===== src/rtl/fdc_precomp_pkg.sv =====
package fdc_precomp_pkg;

    typedef enum logic [1:0] {
        SHIFT_NONE  = 2'd0,
        SHIFT_EARLY = 2'd1,
        SHIFT_LATE  = 2'd2
    } shift_e;

    // One released bit cell, as handed from the window to the scheduler.
    typedef struct packed {
        logic   valid;
        logic   clk_pls;
        logic   dat_pls;
        shift_e dir;
    } cell_ev_t;

    // Shift direction from the data bits around a data pulse.
    function automatic shift_e classify(input logic prev_b, input logic cur_b,
                                        input logic next_b);
        if (cur_b && prev_b && !next_b)
            return SHIFT_EARLY;
        else if (cur_b && !prev_b && next_b)
            return SHIFT_LATE;
        else
            return SHIFT_NONE;
    endfunction

    function automatic int max4(input int a, input int b, input int c, input int d);
        int m;
        m = a;
        if (b > m) m = b;
        if (c > m) m = c;
        if (d > m) m = d;
        return m;
    endfunction

endpackage


===== src/rtl/precomp_delay_sel.sv =====
module precomp_delay_sel #(
    parameter int MAX_DLY  = 6,
    parameter int DEF_SLOW = 3,
    parameter int DEF_FAST = 1,
    parameter int HALF_R0  = 24,
    parameter int HALF_R1  = 40,
    parameter int HALF_R2  = 48,
    parameter int HALF_R3  = 12,
    parameter int SET_W    = 3,
    parameter int DW       = 3,
    parameter int HW       = 6
) (
    input  logic [1:0]       rate_i,
    input  logic [SET_W-1:0] set_i,
    input  logic             en_i,
    output logic [DW-1:0]    dly_o,
    output logic [HW-1:0]    half_o
);

    always_comb begin
        case (rate_i)
            2'd0:    half_o = HW'(HALF_R0);
            2'd1:    half_o = HW'(HALF_R1);
            2'd2:    half_o = HW'(HALF_R2);
            default: half_o = HW'(HALF_R3);
        endcase
    end

    always_comb begin
        if (!en_i || set_i == '1)
            dly_o = '0;
        else if (set_i == '0)
            dly_o = (rate_i == 2'd3) ? DW'(DEF_FAST) : DW'(DEF_SLOW);
        else if (int'(set_i) > MAX_DLY)
            dly_o = DW'(MAX_DLY);
        else
            dly_o = DW'(set_i);
    end

endmodule


===== src/rtl/precomp_window.sv =====
module precomp_window
    import fdc_precomp_pkg::*;
(
    input  logic     clk,
    input  logic     rst,
    input  logic     stb_i,
    input  logic     bit_i,
    input  logic     clkp_i,
    output cell_ev_t ev_o
);

    logic have_cur_q;
    logic cur_bit_q;
    logic cur_clk_q;
    logic prev_bit_q;

    always_ff @(posedge clk) begin
        if (rst) begin
            have_cur_q <= 1'b0;
            cur_bit_q  <= 1'b0;
            cur_clk_q  <= 1'b0;
            prev_bit_q <= 1'b0;
        end else if (stb_i) begin
            have_cur_q <= 1'b1;
            prev_bit_q <= cur_bit_q;
            cur_bit_q  <= bit_i;
            cur_clk_q  <= clkp_i;
        end
    end

    // The incoming strobe carries the look-ahead bit that releases the held cell.
    always_comb begin
        ev_o.valid   = stb_i && have_cur_q;
        ev_o.clk_pls = cur_clk_q;
        ev_o.dat_pls = cur_bit_q;
        ev_o.dir     = classify(prev_bit_q, cur_bit_q, bit_i);
    end

endmodule


===== src/rtl/precomp_sched.sv =====
module precomp_sched
    import fdc_precomp_pkg::*;
#(
    parameter int NOM = 6,
    parameter int LEN = 61,
    parameter int DW  = 3,
    parameter int HW  = 6
) (
    input  logic          clk,
    input  logic          rst,
    input  cell_ev_t      ev_i,
    input  logic [DW-1:0] dly_i,
    input  logic [HW-1:0] half_i,
    output logic          pulse_o
);

    localparam int IW = $clog2(LEN);

    logic [LEN-1:0] sched_q;
    logic [LEN-1:0] mark;
    logic [IW-1:0]  data_idx;

    always_comb begin
        int pos;
        pos = int'(half_i) + NOM;
        if (ev_i.dir == SHIFT_EARLY)
            pos = pos - int'(dly_i);
        else if (ev_i.dir == SHIFT_LATE)
            pos = pos + int'(dly_i);
        data_idx = IW'(pos);
    end

    always_comb begin
        mark = '0;
        if (ev_i.valid && ev_i.clk_pls)
            mark[NOM] = 1'b1;
        if (ev_i.valid && ev_i.dat_pls)
            mark[data_idx] = 1'b1;
    end

    // Timeline: slot k of the register fires k edges after it is written.
    always_ff @(posedge clk) begin
        if (rst)
            sched_q <= '0;
        else
            sched_q <= {1'b0, sched_q[LEN-1:1]} | mark;
    end

    assign pulse_o = sched_q[0];

    assert_quiet_after_reset_R1: assert property (@(posedge clk) disable iff (rst)
        $past(rst) |-> !pulse_o);

    assert_clock_slot_R2: assert property (@(posedge clk) disable iff (rst)
        (ev_i.valid && ev_i.clk_pls) |=> sched_q[NOM]);

    assert_early_slot_R4: assert property (@(posedge clk) disable iff (rst)
        (ev_i.valid && ev_i.dat_pls && ev_i.dir == SHIFT_EARLY)
        |=> sched_q[int'($past(half_i)) + NOM - int'($past(dly_i))]);

    assert_single_width_R9: assert property (@(posedge clk) disable iff (rst)
        pulse_o |=> !pulse_o);

endmodule


===== src/rtl/mfm_precomp.sv =====
module mfm_precomp
    import fdc_precomp_pkg::*;
#(
    parameter int MAX_DLY  = 6,
    parameter int DEF_SLOW = 3,
    parameter int DEF_FAST = 1,
    parameter int HALF_R0  = 24,
    parameter int HALF_R1  = 40,
    parameter int HALF_R2  = 48,
    parameter int HALF_R3  = 12,
    parameter int SET_W    = 3
) (
    input  logic             clk,
    input  logic             rst,
    input  logic             bit_stb_i,
    input  logic             bit_i,
    input  logic             clk_pls_i,
    input  logic [1:0]       rate_i,
    input  logic [SET_W-1:0] pc_set_i,
    input  logic             pc_en_i,
    output logic             wr_pulse_o
);

    localparam int NOM      = MAX_DLY;
    localparam int HALF_MAX = max4(HALF_R0, HALF_R1, HALF_R2, HALF_R3);
    localparam int LEN      = HALF_MAX + 2 * MAX_DLY + 1;
    localparam int DW       = $clog2(MAX_DLY + 1);
    localparam int HW       = $clog2(HALF_MAX + 1);

    cell_ev_t      ev;
    logic [DW-1:0] dly;
    logic [HW-1:0] half;

    precomp_window u_window (
        .clk    (clk),
        .rst    (rst),
        .stb_i  (bit_stb_i),
        .bit_i  (bit_i),
        .clkp_i (clk_pls_i),
        .ev_o   (ev)
    );

    precomp_delay_sel #(
        .MAX_DLY (MAX_DLY), .DEF_SLOW (DEF_SLOW), .DEF_FAST (DEF_FAST),
        .HALF_R0 (HALF_R0), .HALF_R1 (HALF_R1), .HALF_R2 (HALF_R2),
        .HALF_R3 (HALF_R3), .SET_W (SET_W), .DW (DW), .HW (HW)
    ) u_dsel (
        .rate_i (rate_i),
        .set_i  (pc_set_i),
        .en_i   (pc_en_i),
        .dly_o  (dly),
        .half_o (half)
    );

    precomp_sched #(.NOM (NOM), .LEN (LEN), .DW (DW), .HW (HW)) u_sched (
        .clk     (clk),
        .rst     (rst),
        .ev_i    (ev),
        .dly_i   (dly),
        .half_i  (half),
        .pulse_o (wr_pulse_o)
    );

    assert_off_nominal_R8: assert property (@(posedge clk) disable iff (rst)
        (ev.valid && ev.dat_pls && (!pc_en_i || pc_set_i == '1))
        |=> u_sched.sched_q[int'($past(half)) + NOM]);

    assert_default_delay_R6: assert property (@(posedge clk) disable iff (rst)
        (ev.valid && pc_en_i && pc_set_i == '0)
        |-> (int'(dly) == ((rate_i == 2'd3) ? DEF_FAST : DEF_SLOW)));

endmodule


===== config.mk =====
export PLATFORM = sky130hd
export DESIGN_NAME = mfm_precomp
export DESIGN_NICKNAME = d
export VERILOG_FILES = /design/src/rtl/fdc_precomp_pkg.sv /design/src/rtl/precomp_delay_sel.sv /design/src/rtl/precomp_window.sv /design/src/rtl/precomp_sched.sv /design/src/rtl/mfm_precomp.sv
export SDC_FILE = /design/constraint.sdc
export NUM_CORES = 1
export LEC_CHECK = 0
export BUFFER_PORTS_ARGS = -buffer_cell sky130_fd_sc_hd__clkbuf_2
export CAP_MARGIN = 0
export CORE_AREA = 4 4 84 78
export CTS_CLUSTER_DIAMETER = 80
export CTS_CLUSTER_SIZE = 12
export DETAILED_ROUTE_END_ITERATION = 8
export DIE_AREA = 0 0 88 82
export GPL_TIMING_DRIVEN = 0
export MAX_ROUTING_LAYER = met4
export PLACE_DENSITY = 0.72
export SYNTH_ARGS = -nofsm -noshare
export SYNTH_HDL_FRONTEND = slang
export SYNTH_SLANG_ARGS = --single-unit
export TNS_END_PERCENT = 30

===== constraint.sdc =====
create_clock -name clk -period 3.3 [get_ports clk]
set_input_delay 0.33 -clock clk [delete_from_list [all_inputs] [get_ports clk]]
set_output_delay 0.33 -clock clk [all_outputs]
set_load 0.03 [all_outputs]

==> impl_metrics.toml, run 1 <==
[cts]
clk_pin_slew_ns = 0.07
ctsHoldBuffers = 0
cts_tree = "done"
post_cts_buffers = 0
clock_latency_ns = 0.34
clk_path_buf_depth = 2
cts_resized = 0
root_buffer = "clkbuf_8"
numCtsBuffers = 9
numClockSinks = 65
cts-htree-levels = 3

[global_route]
grt_usage_pct = 17.2
grt_pass1_wl_microns = 9070
antenna_found_initial = 0
grt_pass1_vias = 1997
grt_max_degree = 13
overflow = 0

[setup_path]
crit_family = "adder cells"
crit_fanout = 10
crit_chain = "clkbuf_2 -> ha_1 -> nor3_1 -> o21ai_1 -> fa_1 -> nor3_1 -> nand2_1 -> xor2_1 -> clkbuf_1 -> o32ai_1"
cp-endpoint = "u_sched.sched_q[44]$_SDFF_PP0_"
crit_type = "in2reg"
cp_slowest_cell = "clkbuf_1"
r2r_start = "u_window.cur_bit_q$_SDFFE_PP0P_"
crit_path_end_kind = "flop"
cp_num_buf_inv = 2
critPathMaxStageDelay_ns = 0.46
worstPathArrival_ns = 3.01
r2r-end = "u_sched.sched_q[44]$_SDFF_PP0_"
cp.required_ns = 3.48
path_depth = 10
path_common_cell = "nor3_1"
reg2reg_setup_slack_ns = 1.12
startpoint_type = "input port"
worstSetupStartpoint = "rate_i[0]"
rr_worst_depth = 6

[route]
dr.pass1.iters = 4
drt_iter0_markers = 87
via_per_inst = 5.27
post-route-drc-count = 0
wl_microns = 5310
wl_per_cell_microns = 13.8
ant_nets = 0
vias = 2030

[die]
rows = 26
coreArea_sq_um = 5630
fp.dieArea_sq_um = 7220
die_h_microns = 82
start_util_pct = 50.3
ios = 12
die_w_microns = 88

[place]
dpl_cell_area_sq_um = 2970
dp_slack_ns = 0.0994
numPortBuffers = 10
dp_hpwl_microns = 3740
routabilityCongestion = 0.798

[logic_synthesis]
synth_cell_types = 45
yosysTopAreaCellShare_pct = 45.9
avgSynthCellArea_sq_um = 9.80
ys_seq_elements = 65
yosys.area.top_type = "dfxtp_1"
ys_seq_area_share_pct = 45.9
synth_area_sq_um = 2830
synth_nets = 307
synth.area.top_cells = "dfxtp_1, o32ai_2, inv_1"
synth_edf_count = 0
async_flop_share_pct = 0
syn_inst = 289
synth_warnings = 0
synth_ff_type = "dfxtp_1"

[pwr]
p_per_area_nw_per_um2 = 529
p_leak_uw = 0.00106
peakVddDrop_v = 0.000339

[min_path]
min_path_type = "in2reg"
whs_path_depth = 3

[timing]
clock_skew_ns = 0.00707
finalWorstSetupSlack_ns = 0.475
max_freq_mhz = 354
max_slew_margin_pct = 61.5
slew_viol_final = 0
setup_viol = 0
rsz0062_at_grt = "no"
max_slew.worst_pin.slew_ns = 0.577
post-route-min-period_ns = 2.82
finalHoldViolCount = 0
tns_ns = 0
min_period_over_period_pct = 85.6

[final_layout]
syn2layout_area_growth_pct = 12.9
fill_cells = 522
final_cell_area_sq_um = 3200
layout-drive-gt1-share_pct = 20.0
final_nets = 328
insertedDiodeCount = 0

[run]
drv_cap = 0

[outcome]
status = "complete, no violations"
==> cells in the mapped netlist, types with 2 or more instances <==
master    instances
clkbuf_1          9
dfxtp_1          65
inv_1            63
xor2_1            4
xnor2_1           3
nand2_1           6
nor2_1            9
buf_6             2
o32ai_2          16
nor3_1            4
o21bai_1          2
nand2_2           3
o22ai_1          33
or3_1             2
nand3_1           5
a21oi_2           2
o21ai_0           2
buf_2             5
o32ai_1          11
nand4b_1          2
nand2b_1          9
ha_1              6
xnor2_2           2
mux2i_1           3
==> worst min path at each step <==
stage                                               from                         endpoint  slack (ns)
after floorplan           u_sched.sched_q[25]$_SDFF_PP0_   u_sched.sched_q[24]$_SDFF_PP0_        0.42
final                                          clk_pls_i  u_window.cur_clk_q$_SDFFE_PP0P_        0.23
after detailed placement  u_sched.sched_q[25]$_SDFF_PP0_   u_sched.sched_q[24]$_SDFF_PP0_        0.43
after global routing                           clk_pls_i  u_window.cur_clk_q$_SDFFE_PP0P_        0.24
after CTS                                      clk_pls_i  u_window.cur_clk_q$_SDFFE_PP0P_        0.22
after global placement    u_sched.sched_q[58]$_SDFF_PP0_   u_sched.sched_q[57]$_SDFF_PP0_        0.42
==> worst reg2reg max path, cell delays in order, from the launching register on <==
cell      delay (ns)
dfxtp_1         0.43
nand2_1         0.09
nor3_1          0.28
nand2_1         0.18
xor2_1          0.42
clkbuf_1        0.46
o32ai_1         0.17
==> registers in the layout, indices dropped and copies added, names as in the netlist <==
| register | flops |
|---|---|
| u_sched.sched_q | 61 |
| u_window.cur_bit_q | 1 |
| u_window.cur_clk_q | 1 |
| u_window.have_cur_q | 1 |
| u_window.prev_bit_q | 1 |
==> cell families after synthesis <==
logic type | synth area share (%)
buffers and inverters | 11.7
adder cells (fa/ha/maj) | 3.71
multiplexers | 1.06
AO/OA/AOI/OAI | 25.1
flip-flops | 45.9
XOR/XNOR | 3.31
AND/OR/NAND/NOR | 9.14
==> layout by cell type, fill, tap and decap left out, types with 4 or more instances in the layout <==
cell type  instances
inv_1             63
nand2b_1           9
o32ai_1           11
ha_1               6
nor2_1             9
o22ai_1           33
xor2_1             4
nor3_1             4
buf_2              5
nand3_1            5
clkbuf_2          10
dfxtp_1           65
clkbuf_1           9
clkbuf_8          10
o32ai_2           16
nand2_1            6
==> through the flow <==
stage,util (%),instances,hold WS [ns],power (uW)
global placement,52.8,369,0.421,955
finish,56.8,385,0.228,1690
global route,56.8,385,0.237,1750
detailed placement,52.8,369,0.429,957
floorplan,-,289,0.417,922
CTS,56.8,385,0.215,1710
==> power breakdown <==
part	internal (uW)	switching [uW]
clock	446	306
sequential	788	2.57
combinational	52.4	97.1
==> layout make-up <==
cell class / instances / area [sq um] / share of cell area [%]
plain buffers: 17 / 96.3 / 3.01
clock buffers: 10 / 138 / 4.30
clock inverters: 6 / 91.3 / 2.85
inverters: 63 / 236 / 7.39
multi-input cells: 144 / 1200 / 37.5
flip-flops and latches: 65 / 1300 / 40.7
well taps: 70 / 87.6 / 2.74
repair buffers: 10 / 50.0 / 1.56
==> per-layer routing <==
metal  GRT usage [%]  share of wire, %  up-vias
li1                -                 -     1037
met1            20.4                48      944
met2            27.0                45       39
met3            4.51               5.0       10
met4            8.90               1.9        0
met5               -                 0        -
Note: power is estimated with default switching activity, not from simulation.
==> run 2: changes to the inputs <==
--- a/config.mk
+++ b/config.mk
@@ -5,16 +5,17 @@
 export SDC_FILE = /design/constraint.sdc
 export NUM_CORES = 1
 export LEC_CHECK = 0
+export ABC_AREA = 1
 export BUFFER_PORTS_ARGS = -buffer_cell sky130_fd_sc_hd__clkbuf_2
 export CAP_MARGIN = 0
-export CORE_AREA = 4 4 84 78
+export CORE_AREA = 4 4 80 75
 export CTS_CLUSTER_DIAMETER = 80
 export CTS_CLUSTER_SIZE = 12
 export DETAILED_ROUTE_END_ITERATION = 8
-export DIE_AREA = 0 0 88 82
+export DIE_AREA = 0 0 84 79
 export GPL_TIMING_DRIVEN = 0
 export MAX_ROUTING_LAYER = met4
-export PLACE_DENSITY = 0.72
+export PLACE_DENSITY = 0.8
 export SYNTH_ARGS = -nofsm -noshare
 export SYNTH_HDL_FRONTEND = slang
 export SYNTH_SLANG_ARGS = --single-unit
==> impl_metrics.toml, run 2 <==
[outcome]
status = "complete, no violations"

[timing]
slew_viol_final = 0
max_slew.worst_pin.slew_ns = 0.512
post-route-min-period_ns = 2.47
max_freq_mhz = 405
max_slew_margin_pct = 65.9
clock_skew_ns = 0.00783
setup_viol = 0
finalWorstSetupSlack_ns = 0.830
rsz0062_at_grt = "no"
finalHoldViolCount = 0
tns_ns = 0
min_period_over_period_pct = 74.9

[cts]
root_buffer = "clkbuf_8"
clk_path_buf_depth = 2
numCtsBuffers = 9
cts-htree-levels = 3
clock_latency_ns = 0.35
cts_resized = 0
ctsHoldBuffers = 0
clk_pin_slew_ns = 0.07
numClockSinks = 65
cts_tree = "done"
post_cts_buffers = 0

[final_layout]
final_nets = 406
fin_util_pct = 65.1
max_flop_register = "u_sched.sched_q"
syn2layout_area_growth_pct = 13.3
stdcell_count = 460
largest_register_ffs = 61
final_cell_mix = "inv_1, dfxtp_1, a21oi_1"
mostFrequentLayoutCell = "inv_1"
layout-drive-gt1-share_pct = 19.3
insertedDiodeCount = 0

[die]
rows = 25
die_w_microns = 84
ios = 12
coreArea_sq_um = 5130
start_util_pct = 57.5
die_h_microns = 79
fp.dieArea_sq_um = 6640

[global_route]
grt_pass1_vias = 2224
grt_usage_pct = 19.9
antenna_found_initial = 0
overflow = 0
grt_max_degree = 13
grt_pass1_wl_microns = 10200

[setup_path]
r2r_start = "u_window.cur_bit_q$_SDFFE_PP0P_"
r2r-end = "u_sched.sched_q[14]$_SDFF_PP0_"
cp-endpoint = "u_sched.sched_q[14]$_SDFF_PP0_"
cp.required_ns = 3.58
cp_slowest_cell = "fa_1"
crit_path_end_kind = "flop"
startpoint_type = "input port"
crit_fanout = 10
worstPathArrival_ns = 2.75
worstSetupStartpoint = "rate_i[0]"
critPathMaxStageDelay_ns = 0.40
rr_worst_depth = 7
crit_type = "in2reg"
crit_chain = "clkbuf_2 -> ha_1 -> inv_2 -> nand2_1 -> nand2_2 -> nand2_2 -> fa_1 -> inv_1 -> nand3_2 -> xor2_4 -> clkbuf_1 -> nand4_1 -> a21oi_1"
reg2reg_setup_slack_ns = 1.35
path_common_cell = "nand2_2"

[place]
dp_cells = 444
dp_hpwl_microns = 4040
dp_slack_ns = 0.484
numPortBuffers = 11
routabilityCongestion = 0.849

[logic_synthesis]
ys_seq_elements = 65
synthTopCellsByCount = "inv_1, dfxtp_1, a21oi_1"
syn_inst = 366
synth_ff_type = "dfxtp_1"
async_flop_share_pct = 0
ys_seq_area_share_pct = 44.1
avgSynthCellArea_sq_um = 8.06
yosys.area.top_type = "dfxtp_1"
yosysTopAreaCellShare_pct = 44.1
synth_area_sq_um = 2950
synth.area.top_cells = "dfxtp_1, inv_1, a21oi_1"
synth_nets = 384
synth_warnings = 0
synth_edf_count = 0
yosysMostFrequentCell = "inv_1"
synth_cell_types = 31

[pwr]
p_switching_uw = 442
p_int_uw = 1360
finalPower_uw = 1800
p_clk_share_pct = 46.8
p_sw_share_pct = 24.5
combPwrFrac_pct = 9.4
p_leak_uw = 0.00117
peakVddDrop_v = 0.000315
power_frac_seq_pct = 43.8
p_per_area_nw_per_um2 = 540

[min_path]
whs_path_depth = 3
min_path_type = "in2reg"

[route]
drt_iter0_markers = 154
post-route-drc-count = 0
via_per_inst = 5.22
dr.pass1.iters = 6
vias = 2401
ant_nets = 0
wl_per_cell_microns = 13.2
wl_microns = 6080

[run]
drv_cap = 0
[run 2: cell types whose count changed after synthesis, sizes merged, moves of 7 or more]
cell    before  now
a21oi        2   57
inv         63   81
nand2        9   61
nand2b       9    0
nand3        5   20
nand4        0   29
nor2         9   16
o22ai       33    4
o32ai       27    0
[run 2: power groups by stage]
stage                     Combinational, uW  Clock (uW)  Sequential, uW
after CTS                               167         851             790
final                                   169         844             790
after global placement                  161           0             808
after global routing                    184         885             790
after detailed placement                166           0             808
after floorplan                         129           0             808
[run 2: area by class of cell]
cell class / instances / area, sq um
Buffer: 14 / 76.3
Clock buffer: 10 / 138
Multi-Input combinational cell: 206 / 1270
Sequential cell: 65 / 1300
Inverter: 81 / 304
Tap cell: 67 / 83.8
Clock inverter: 6 / 115
Timing Repair Buffer: 11 / 55.1
Fill cell: 425 / 1790
[run 2: cells by family (layout without fill, tap and decap cells)]
logic type / after synthesis / after routing / synth area share, %
buffers and inverters: 95 / 122 / 12.9
DFF: 65 / 65 / 44.1
and+or+nand+nor: 129 / 129 / 26.0
AOI/OAI and AO/OA: 68 / 68 / 12.2
xor gates and xnor gates: 2 / 2 / 1.49
adders and majority gates: 7 / 7 / 3.22
[run 2: how the worst min path moves through the flow]
stage / endpoint / start
after floorplan: u_sched.sched_q[0]$_SDFF_PP0_ / u_sched.sched_q[1]$_SDFF_PP0_
after global placement: u_sched.sched_q[5]$_SDFF_PP0_ / u_sched.sched_q[6]$_SDFF_PP0_
after detailed placement: u_sched.sched_q[7]$_SDFF_PP0_ / u_sched.sched_q[8]$_SDFF_PP0_
after CTS: u_window.cur_clk_q$_SDFFE_PP0P_ / clk_pls_i
after global routing: u_window.cur_clk_q$_SDFFE_PP0P_ / clk_pls_i
final: u_window.cur_clk_q$_SDFFE_PP0P_ / clk_pls_i
[run 2: critical path, delay by kind of cell]
family,cells,cell delay [ns]
adders and majority gates,2,0.68
buffers and inverters,4,0.67
xor gates and xnor gates,1,0.35
AOI/OAI and AO/OA,1,0.15
and+or+nand+nor,5,0.55
[run 2: stage by stage]
stage                     hold WS [ns]  cell area, sq um
final                            0.215              3340
after global routing             0.227              3340
after CTS                        0.210              3340
after detailed placement         0.422              3090
after global placement           0.418              3090
after floorplan                  0.415              2950
[run 2: layer usage]
| metal | wire length (microns) | global-route usage, % |
|---|---|---|
| met1 | 2750 | 24.4 |
| met2 | 2780 | 31.4 |
| met3 | 397 | 4.88 |
| met4 | 145 | 8.84 |
| met5 | 0 | - |
